==> src/rtl/mcu_map_pkg.sv <==
package mcu_map_pkg;

  typedef enum logic [2:0] {
    RG_NONE  = 3'd0,
    RG_RAM   = 3'd1,
    RG_ROM   = 3'd2,
    RG_PORTB = 3'd3,
    RG_PORTC = 3'd4,
    RG_DDRC  = 3'd5
  } region_e;

  // Closed-form ROM fill: low offset byte, xor three times the high part, xor key.
  function automatic logic [7:0] rom_pattern(input logic [13:0] off, input logic [7:0] key);
    logic [7:0] hi;
    hi = {2'b00, off[13:8]} * 8'd3;
    return off[7:0] ^ hi ^ key;
  endfunction

  // Bidirectional port readback: latch where driven, pin where sensing.
  function automatic logic [7:0] portc_view(input logic [7:0] latch,
                                            input logic [7:0] pins,
                                            input logic [7:0] dir);
    return (latch & dir) | (pins & ~dir);
  endfunction

endpackage

==> src/rtl/mcu_addr_decode.sv <==
module mcu_addr_decode
  import mcu_map_pkg::*;
#(
  parameter int AW         = 16,
  parameter int RAM_BASE   = 16'h0000,
  parameter int RAM_BYTES  = 512,
  parameter int ROM_BASE   = 16'hD000,
  parameter int ROM_BYTES  = 12288,
  parameter int PORTB_ADDR = 16'h1004,
  parameter int PORTC_ADDR = 16'h1003,
  parameter int DDRC_ADDR  = 16'h1007,
  localparam int RAM_IW    = $clog2(RAM_BYTES),
  localparam int ROM_IW    = $clog2(ROM_BYTES)
) (
  input  logic [AW-1:0]     addr,
  output region_e           region,
  output logic              sel_ram,
  output logic              sel_rom,
  output logic              sel_portb,
  output logic              sel_portc,
  output logic              sel_ddrc,
  output logic [RAM_IW-1:0] ram_idx,
  output logic [ROM_IW-1:0] rom_off
);
  localparam logic [AW:0] RAM_LO = (AW+1)'(RAM_BASE);
  localparam logic [AW:0] RAM_HI = (AW+1)'(RAM_BASE + RAM_BYTES);
  localparam logic [AW:0] ROM_LO = (AW+1)'(ROM_BASE);
  localparam logic [AW:0] ROM_HI = (AW+1)'(ROM_BASE + ROM_BYTES);

  logic [AW:0] a_ext;
  logic [AW:0] ram_rel;
  logic [AW:0] rom_rel;

  always_comb begin
    a_ext     = {1'b0, addr};
    ram_rel   = a_ext - RAM_LO;
    rom_rel   = a_ext - ROM_LO;
    sel_ram   = (a_ext >= RAM_LO) && (a_ext < RAM_HI);
    sel_rom   = (a_ext >= ROM_LO) && (a_ext < ROM_HI);
    sel_portb = (addr == AW'(PORTB_ADDR));
    sel_portc = (addr == AW'(PORTC_ADDR));
    sel_ddrc  = (addr == AW'(DDRC_ADDR));
    ram_idx   = ram_rel[RAM_IW-1:0];
    rom_off   = rom_rel[ROM_IW-1:0];
    if (sel_ram)        region = RG_RAM;
    else if (sel_rom)   region = RG_ROM;
    else if (sel_portb) region = RG_PORTB;
    else if (sel_portc) region = RG_PORTC;
    else if (sel_ddrc)  region = RG_DDRC;
    else                region = RG_NONE;
  end

endmodule

==> src/rtl/mcu_ram.sv <==
module mcu_ram #(
  parameter int DEPTH = 512,
  parameter int DW    = 8,
  localparam int IW   = $clog2(DEPTH)
) (
  input  logic          clk,
  input  logic          rst_n,
  input  logic          we,
  input  logic [IW-1:0] idx,
  input  logic [DW-1:0] wdata,
  output logic [DW-1:0] rdata
);
  logic [DW-1:0] mem [DEPTH];

  always_ff @(posedge clk) begin
    if (we) mem[idx] <= wdata;
  end

  assign rdata = mem[idx];

  // a strobed write is visible at its address in the next cycle
  a_r1_ram_store: assert property (@(posedge clk) disable iff (!rst_n)
    we |=> (mem[$past(idx)] == $past(wdata)));

endmodule

==> src/rtl/mcu_rom.sv <==
module mcu_rom
  import mcu_map_pkg::*;
#(
  parameter logic [7:0] ROM_KEY = 8'hA5,
  parameter int         OW      = 14
) (
  input  logic [OW-1:0] off,
  output logic [7:0]    rdata
);
  logic [13:0] off_w;

  generate
    if (OW >= 14) begin : g_trim
      assign off_w = off[13:0];
    end else begin : g_pad
      assign off_w = {{(14-OW){1'b0}}, off};
    end
  endgenerate

  assign rdata = rom_pattern(off_w, ROM_KEY);

endmodule

==> src/rtl/mcu_par_ports.sv <==
module mcu_par_ports
  import mcu_map_pkg::*;
#(
  parameter int PW = 8
) (
  input  logic          clk,
  input  logic          rst_n,
  input  logic          we_portb,
  input  logic          we_portc,
  input  logic          we_ddrc,
  input  logic [PW-1:0] wdata,
  input  logic [PW-1:0] pins_in,
  output logic [PW-1:0] portb_q,
  output logic [PW-1:0] portc_q,
  output logic [PW-1:0] ddrc_q,
  output logic [PW-1:0] portc_rd
);
  always_ff @(posedge clk or negedge rst_n) begin
    if (!rst_n) begin
      portb_q <= '0;
      portc_q <= '0;
      ddrc_q  <= '0;
    end else begin
      if (we_portb) portb_q <= wdata;
      if (we_portc) portc_q <= wdata;
      if (we_ddrc)  ddrc_q  <= wdata;
    end
  end

  // Per-bit source select, one mux per pin.
  generate
    for (genvar i = 0; i < PW; i++) begin : g_pin
      assign portc_rd[i] = ddrc_q[i] ? portc_q[i] : pins_in[i];
    end
  endgenerate

  a_r4_portb_load: assert property (@(posedge clk) disable iff (!rst_n)
    we_portb |=> portb_q == $past(wdata));
  a_r4_portb_hold: assert property (@(posedge clk) disable iff (!rst_n)
    !we_portb |=> $stable(portb_q));
  a_r5_ddrc_hold: assert property (@(posedge clk) disable iff (!rst_n)
    !we_ddrc |=> $stable(ddrc_q));
  a_r6_portc_hold: assert property (@(posedge clk) disable iff (!rst_n)
    !we_portc |=> $stable(portc_q));
  a_r7_portc_mix: assert property (@(posedge clk) disable iff (!rst_n)
    portc_rd == portc_view(portc_q, pins_in, ddrc_q));

endmodule

==> src/rtl/mcu_memmap.sv <==
module mcu_memmap
  import mcu_map_pkg::*;
#(
  parameter int         RAM_BYTES = 512,
  parameter int         ROM_BYTES = 12288,
  parameter logic [7:0] ROM_KEY   = 8'hA5,
  localparam int        RAM_IW    = $clog2(RAM_BYTES),
  localparam int        ROM_IW    = $clog2(ROM_BYTES)
) (
  input  logic        clk,
  input  logic        rst_n,
  input  logic [15:0] cpu_addr,
  input  logic [7:0]  cpu_wdata,
  input  logic        cpu_we,
  output logic [7:0]  cpu_rdata,
  output logic [7:0]  portb_out,
  input  logic [7:0]  portc_pin_in,
  output logic [7:0]  portc_out,
  output logic [7:0]  portc_oe
);
  region_e           region;
  logic              sel_ram, sel_rom, sel_portb, sel_portc, sel_ddrc;
  logic [RAM_IW-1:0] ram_idx;
  logic [ROM_IW-1:0] rom_off;
  logic [7:0]        ram_rd, rom_rd, portc_rd;
  logic              ram_we, portb_we, portc_we, ddrc_we;

  mcu_addr_decode #(
    .AW(16), .RAM_BASE(16'h0000), .RAM_BYTES(RAM_BYTES),
    .ROM_BASE(16'hD000), .ROM_BYTES(ROM_BYTES),
    .PORTB_ADDR(16'h1004), .PORTC_ADDR(16'h1003), .DDRC_ADDR(16'h1007)
  ) u_dec (
    .addr(cpu_addr), .region(region),
    .sel_ram(sel_ram), .sel_rom(sel_rom), .sel_portb(sel_portb),
    .sel_portc(sel_portc), .sel_ddrc(sel_ddrc),
    .ram_idx(ram_idx), .rom_off(rom_off)
  );

  assign ram_we   = cpu_we & sel_ram;
  assign portb_we = cpu_we & sel_portb;
  assign portc_we = cpu_we & sel_portc;
  assign ddrc_we  = cpu_we & sel_ddrc;

  mcu_ram #(.DEPTH(RAM_BYTES), .DW(8)) u_ram (
    .clk(clk), .rst_n(rst_n), .we(ram_we), .idx(ram_idx),
    .wdata(cpu_wdata), .rdata(ram_rd)
  );

  mcu_rom #(.ROM_KEY(ROM_KEY), .OW(ROM_IW)) u_rom (
    .off(rom_off), .rdata(rom_rd)
  );

  mcu_par_ports #(.PW(8)) u_ports (
    .clk(clk), .rst_n(rst_n),
    .we_portb(portb_we), .we_portc(portc_we), .we_ddrc(ddrc_we),
    .wdata(cpu_wdata), .pins_in(portc_pin_in),
    .portb_q(portb_out), .portc_q(portc_out), .ddrc_q(portc_oe),
    .portc_rd(portc_rd)
  );

  always_comb begin
    unique case (region)
      RG_RAM:   cpu_rdata = ram_rd;
      RG_ROM:   cpu_rdata = rom_rd;
      RG_PORTB: cpu_rdata = portb_out;
      RG_PORTC: cpu_rdata = portc_rd;
      RG_DDRC:  cpu_rdata = portc_oe;
      default:  cpu_rdata = 8'h00;
    endcase
  end

  a_r8_decode_onehot: assert property (@(posedge clk) disable iff (!rst_n)
    $onehot0({sel_ram, sel_rom, sel_portb, sel_portc, sel_ddrc}));
  a_r8_unmapped_zero: assert property (@(posedge clk) disable iff (!rst_n)
    (region == RG_NONE) |-> (cpu_rdata == 8'h00));
  a_r7_portc_readback: assert property (@(posedge clk) disable iff (!rst_n)
    sel_portc |-> cpu_rdata == ((portc_out & portc_oe) | (portc_pin_in & ~portc_oe)));
  a_r9_idle_no_change: assert property (@(posedge clk) disable iff (!rst_n)
    !cpu_we |=> $stable({portb_out, portc_out, portc_oe}));
  a_r3_rom_no_reg_write: assert property (@(posedge clk) disable iff (!rst_n)
    (cpu_we && sel_rom) |=> $stable({portb_out, portc_out, portc_oe}));

endmodule

==> config.mk <==
export PLATFORM = sky130hd
export DESIGN_NAME = mcu_memmap
export DESIGN_NICKNAME = d
export VERILOG_FILES = /design/src/rtl/mcu_map_pkg.sv /design/src/rtl/mcu_addr_decode.sv /design/src/rtl/mcu_ram.sv /design/src/rtl/mcu_rom.sv /design/src/rtl/mcu_par_ports.sv /design/src/rtl/mcu_memmap.sv
export SDC_FILE = /design/constraint.sdc
export NUM_CORES = 2
export LEC_CHECK = 0
export BUFFER_PORTS_ARGS = -buffer_cell sky130_fd_sc_hd__buf_4
export CAP_MARGIN = 20
export CORE_MARGIN = 3
export CORE_UTILIZATION = 50
export CTS_CLUSTER_SIZE = 10
export DETAILED_ROUTE_END_ITERATION = 12
export HOLD_SLACK_MARGIN = 0.03
export PLACE_DENSITY = 0.72
export SLEW_MARGIN = 20
export SYNTH_ARGS = -nofsm -noshare
export SYNTH_HDL_FRONTEND = slang
export SYNTH_HIERARCHICAL = 1
export SYNTH_SLANG_ARGS = --single-unit
==> constraint.sdc <==
create_clock -name clk -period 6.6 [get_ports clk]
set_clock_uncertainty 0.1 [all_clocks]
set_input_delay 1.98 -clock clk [delete_from_list [all_inputs] [get_ports clk]]
set_output_delay 1.98 -clock clk [all_outputs]
set_load 0.1 [all_outputs]
## After elaboration in Yosys (flattened, before gate mapping)

Memory sizes are Yosys's and may differ from the RTL's.
Cells that the tools add are included.

- Bits in registers: 24
- Bits in writable memories: 4096
- Input port bits: 35
- Output and inout bits: 32
- Logic and storage cells: 38
- Memories kept: 1

Memories:

| memory | words | bits a word | rd ports | clocked after Yosys merged registers in | wr ports | line | text |
|---|---|---|---|---|---|---|---|
| u_ram.mem | 512 | 8 | 1 | 0 | 1 | mcu_ram.sv:13 | `logic [DW-1:0] mem [DEPTH];` |

- $add $sub $neg: 1
- $mul: 1
- Order comparisons: 2
- Eq/ne operators: 8
- Muxes and demuxes: 16
- Bitwise gates (word level): 6

Operators by type and width:

| cell | number |
|---|---|
| 16-bit by 13-bit equality test with 1-bit output (second input constant) | 3 |
| 8-bit one-hot mux with 5 select lines | 1 |
| 16-bit >= comparator (second input constant) | 1 |
| 16-bit by 10-bit < comparator with 1-bit output (second input constant) | 1 |
| 3-bit two-way mux | 5 |
| 14-bit by 13-bit subtractor with 14-bit output (second input constant) | 1 |
| 1-bit two-way mux | 10 |
| 6-bit by 2-bit multiplier with 8-bit output (second input constant) | 1 |
| 8-bit XOR | 1 |
| 3-bit by 2-bit equality test with 1-bit output (second input constant) | 2 |
| 3-bit equality test (second input constant) | 2 |
| 1-bit bitwise AND | 4 |
| 4-bit inverter | 1 |
| 3-bit by 1-bit equality test with 1-bit output (second input constant) | 1 |

## Logic depth before layout (Yosys ltp)

- Depth in word-level cells: 8
- Depth in mapped cells: 17
- Gate-level depth less buffers: 10

## Cells and area by module

Netlist, hierarchy kept.

By module, submodules not included:

| module | instances | cells each | area an instance (um2) | seq. area each (um2) |
|---|---|---|---|---|
| mcu_ram | 1 | 7567 | 158199.2 | 122998.0 |
| mcu_par_ports | 1 | 59 | 1084.8 | 600.6 |
| mcu_memmap | 1 | 51 | 395.4 | 0.0 |
| mcu_addr_decode | 1 | 51 | 357.8 | 0.0 |
| mcu_rom | 1 | 30 | 269.0 | 0.0 |

## Worst setup path after synthesis

OpenSTA, ideal clock, no wires.

- Path type: input port to output port
- From: in cpu_addr[10]
- To: out cpu_rdata[0]
- Data arrival time: 5.811 ns
- Data required time: 4.520 ns
- Slack: -1.291 ns
- Stages: 7
- Path buffers: 2
- Cell sequence: or4_4 > or4_4 > o21ai_1 > buf_2 > buf_2 > mux2i_1 > o21ai_0

- Longest elaborated chain between the ends: 8
- Elaborated cells on any way between the ends: 16
- Those cells by class: 2 x order compare; 8 x eq/ne; 6 x mux

RTL lines:

| what | line | text |
|---|---|---|
| from (decl) | mcu_memmap.sv:12 | `input logic [15:0] cpu_addr,` |
| branches (longest 5 deep; another with 16-bit >= comparator) | -- |  |
| 3-bit two-way mux (*) | mcu_addr_decode.sv:45 | `if (sel_ram) region = RG_RAM;` |
| net region[0] | mcu_memmap.sv:21 | `region_e region;` |
| 3-bit equality test (tied with other cells) | mcu_memmap.sv:62 | `unique case (region)` |
| 8-bit one-hot mux with 5 select lines (*) | mcu_memmap.sv:62 |  |
| to (decl) | mcu_memmap.sv:15 | `output logic [7:0] cpu_rdata,` |

Mark *: on every way through the listed nets, which the timed path passes.

## Final worst setup path

- From: in cpu_addr[0]
- To: out cpu_rdata[7]

- Elaborated cells on any way between the ends: 21
- Those cells by class: 1 x add/sub; 1 x mul; 2 x order compare; 8 x eq/ne; 6 x mux; 2 x bitwise; 1 x memory

RTL lines:

| what | line | text |
|---|---|---|
| memory read 512 x 8 bit | -- |  |
| net ram_rd[7] | mcu_memmap.sv:25 | `logic [7:0] ram_rd, rom_rd, portc_rd;` |
| 8-bit one-hot mux with 5 select lines | mcu_memmap.sv:62 |  |

The timed path passes the listed nets, and every way through them passes these cells.

==> results.py <==
metrics = {
    "status": {
        "status": "finished with violations",
        "violations": "setup timing",
    },
    "finish": {
        "num-nets-final": 9081,
        "area_growth_syn_to_layout_pct": 18.09,
        "drive_gt1_frac": 0.3175,
        "final_common_cell": "edfxtp_1",
        "final_core_util": 0.5942,
        "final_cell_mix": "edfxtp_1, buf_4, mux4_2",
    },
    "yosys": {
        "synthesis.nets": 7800,
        "syn_avg_cell_area_um2": 20.67,
        "synth_area_um2": 160300,
        "yosysWarnings": 6,
        "synth_cells": 7756,
    },
    "power": {
        "total_power_mw": 53.55,
        "worst_ir_drop_vdd_mv": 0.2497,
        "p_per_area_nw_per_um2": 282.9,
        "p_leak_nw": 61.63,
    },
    "routing": {
        "wl_per_cell_um": 34.05,
        "viasPerCell": 6.610,
        "drc": 0,
        "dr_total_vias": 87850,
        "dr.pass1.iters": 6,
        "antenna_left": 0,
        "drtIter0Drc": 13840,
        "wl_mm": 452.6,
    },
    "clock_network": {
        "clk_latency_ns": 0.92,
        "cts_tree": "built",
        "root_buffer": "clkbuf_16",
        "cts_sinks": 4120,
        "cts_buffers": 456,
        "cts_max_level": 5,
        "clk_pin_slew_ns": 0.05,
        "clockBufferDepth": 4,
        "cts_hold_buf": 0,
    },
    "timing": {
        "setup_ws_ns": -1.665,
        "max_freq_ghz": 0.1210,
        "slew_violations": 0,
        "hold_ws_ns": 0.4420,
        "tightest_slew_ns": 1.157,
        "rsz0062_at_grt": "yes",
        "setup_viol": 8,
        "min_period_over_period": 1.252,
        "hold_viol_final": 0,
        "fin_crit_ns": 8.265,
        "tns_ns": -11.95,
        "maxSlewHeadroom": 0.2289,
    },
    "floorplan": {
        "coreArea_um2": 318600,
        "initial_core_util": 0.5032,
        "row_count": 207,
        "die-width_um": 572.2,
        "io_pins": 67,
        "die_h_um": 572.2,
        "die_area_um2": 327400,
    },
    "critical_path": {
        "critPathMaxFanout": 7,
        "cp-start-kind": "input port",
        "arrival_ns": 6.19,
        "cp-end-kind": "output port",
        "r2r_cells": 1,
        "cp.required_ns": 4.52,
        "crit_type": "input port to output port",
    },
    "hold_path": {
        "min_path_type": "flip-flop to flip-flop",
        "whs_path_depth": 1,
    },
    "global_route": {
        "grt_max_degree": 171,
        "grt_overflow": 0,
        "antenna_found_initial": 22,
        "grt_pass1_wl_mm": 644.9,
        "grt_usage": 0.2746,
        "first_global_vias": 87690,
    },
    "placed_design": {
        "port_buffers": 66,
        "dpl.hpwl_mm": 285.6,
        "place_ws_ns": -2.720,
        "gp_congestion": 0.9701,
    },
    "run": {
        "max_cap_viol_count": 0,
    },
}
## where the power goes
part	switching, mW	total [mW]	internal (mW)
clock	9.41	21.7	12.3
combinational	1.81	3.03	1.22
sequential	0.000156	28.8	28.8
## per-stage QoR
stage                     area [µm²]  cells
after floorplan               161200   7756
after global placement        174200  12630
after detailed placement      174300  12630
after CTS                     188600  13240
after global routing          189300  13280
final                         189300  13290
## sequential cells by signal, indices dropped and copies added (netlist names)
register / count
u_ports/portb_q: 8
u_ram/mem: 4096
u_ports/ddrc_q: 8
u_ports/portc_q: 8
## final cells by class
| type | count | area [µm²] |
|---|---|---|
| timing repair buffer | 1336 | 13030 |
| antenna | 12 | 30.03 |
| multi-input combinational | 3113 | 35360 |
| inverter | 10 | 42.54 |
| clock buffer | 498 | 11700 |
| clock inverter | 22 | 310.3 |
| fill | 21720 | 129300 |
| sequential | 4120 | 123600 |
| tap | 4180 | 5230 |
## worst max-delay path, cell delays in order
cell	delay, ns
buf_16	0.15
buf_4	0.18
buf_16	0.17
buf_12	0.17
buf_4	0.15
buf_4	0.16
nor2b_4	0.24
buf_4	0.31
a221oi_1	0.14
a22o_1	0.39
nor3_2	0.39
nor4bb_4	0.36
buf_4	0.15
nand4_1	0.33
buf_4	0.30
mux2i_1	0.12
a211o_1	0.20
o21ai_4	0.08
buf_12	0.17
## worst paths after layout
check / start / to / slack [ns]
hold reg to reg: u_ports/portc_q[6]$_DFFE_PN0P_ / u_ports/portc_q[6]$_DFFE_PN0P_ / 0.44
min in group asynchronous: rst_n / u_ports/ddrc_q[4]$_DFFE_PN0P_ / 0.84
max in group asynchronous: rst_n / u_ports/portb_q[4]$_DFFE_PN0P_ / 5.31
setup reg to reg: u_ports/portb_q[0]$_DFFE_PN0P_ / u_ports/portb_q[0]$_DFFE_PN0P_ / 5.67
hold / removal: u_ports/portc_q[6]$_DFFE_PN0P_ / u_ports/portc_q[6]$_DFFE_PN0P_ / 0.44
setup / recovery: cpu_addr[0] / cpu_rdata[7] / -1.67
## layer usage
layer	vias to the layer above	GRT usage	part of all wire
met3	1012	0.07453	0.13
met4	6	0.1120	0.047
met5	-	0	0.000099
li1	34710	-	-
met1	45800	0.3780	0.36
met2	6319	0.4189	0.46
## timing repair
| action | 4_1_cts | 5_1_grt |
|---|---|---|
| endpoints found under the setup margin | 8 | 8 |
| cloned | 9 | 1 |
| pin swaps | 52 | 45 |
| gates resized for setup | 241 | 82 |
| endpoints found under the hold margin | 0 | 0 |
| setup buffers | 84 | 36 |
(Power assumes the default switching activity.)
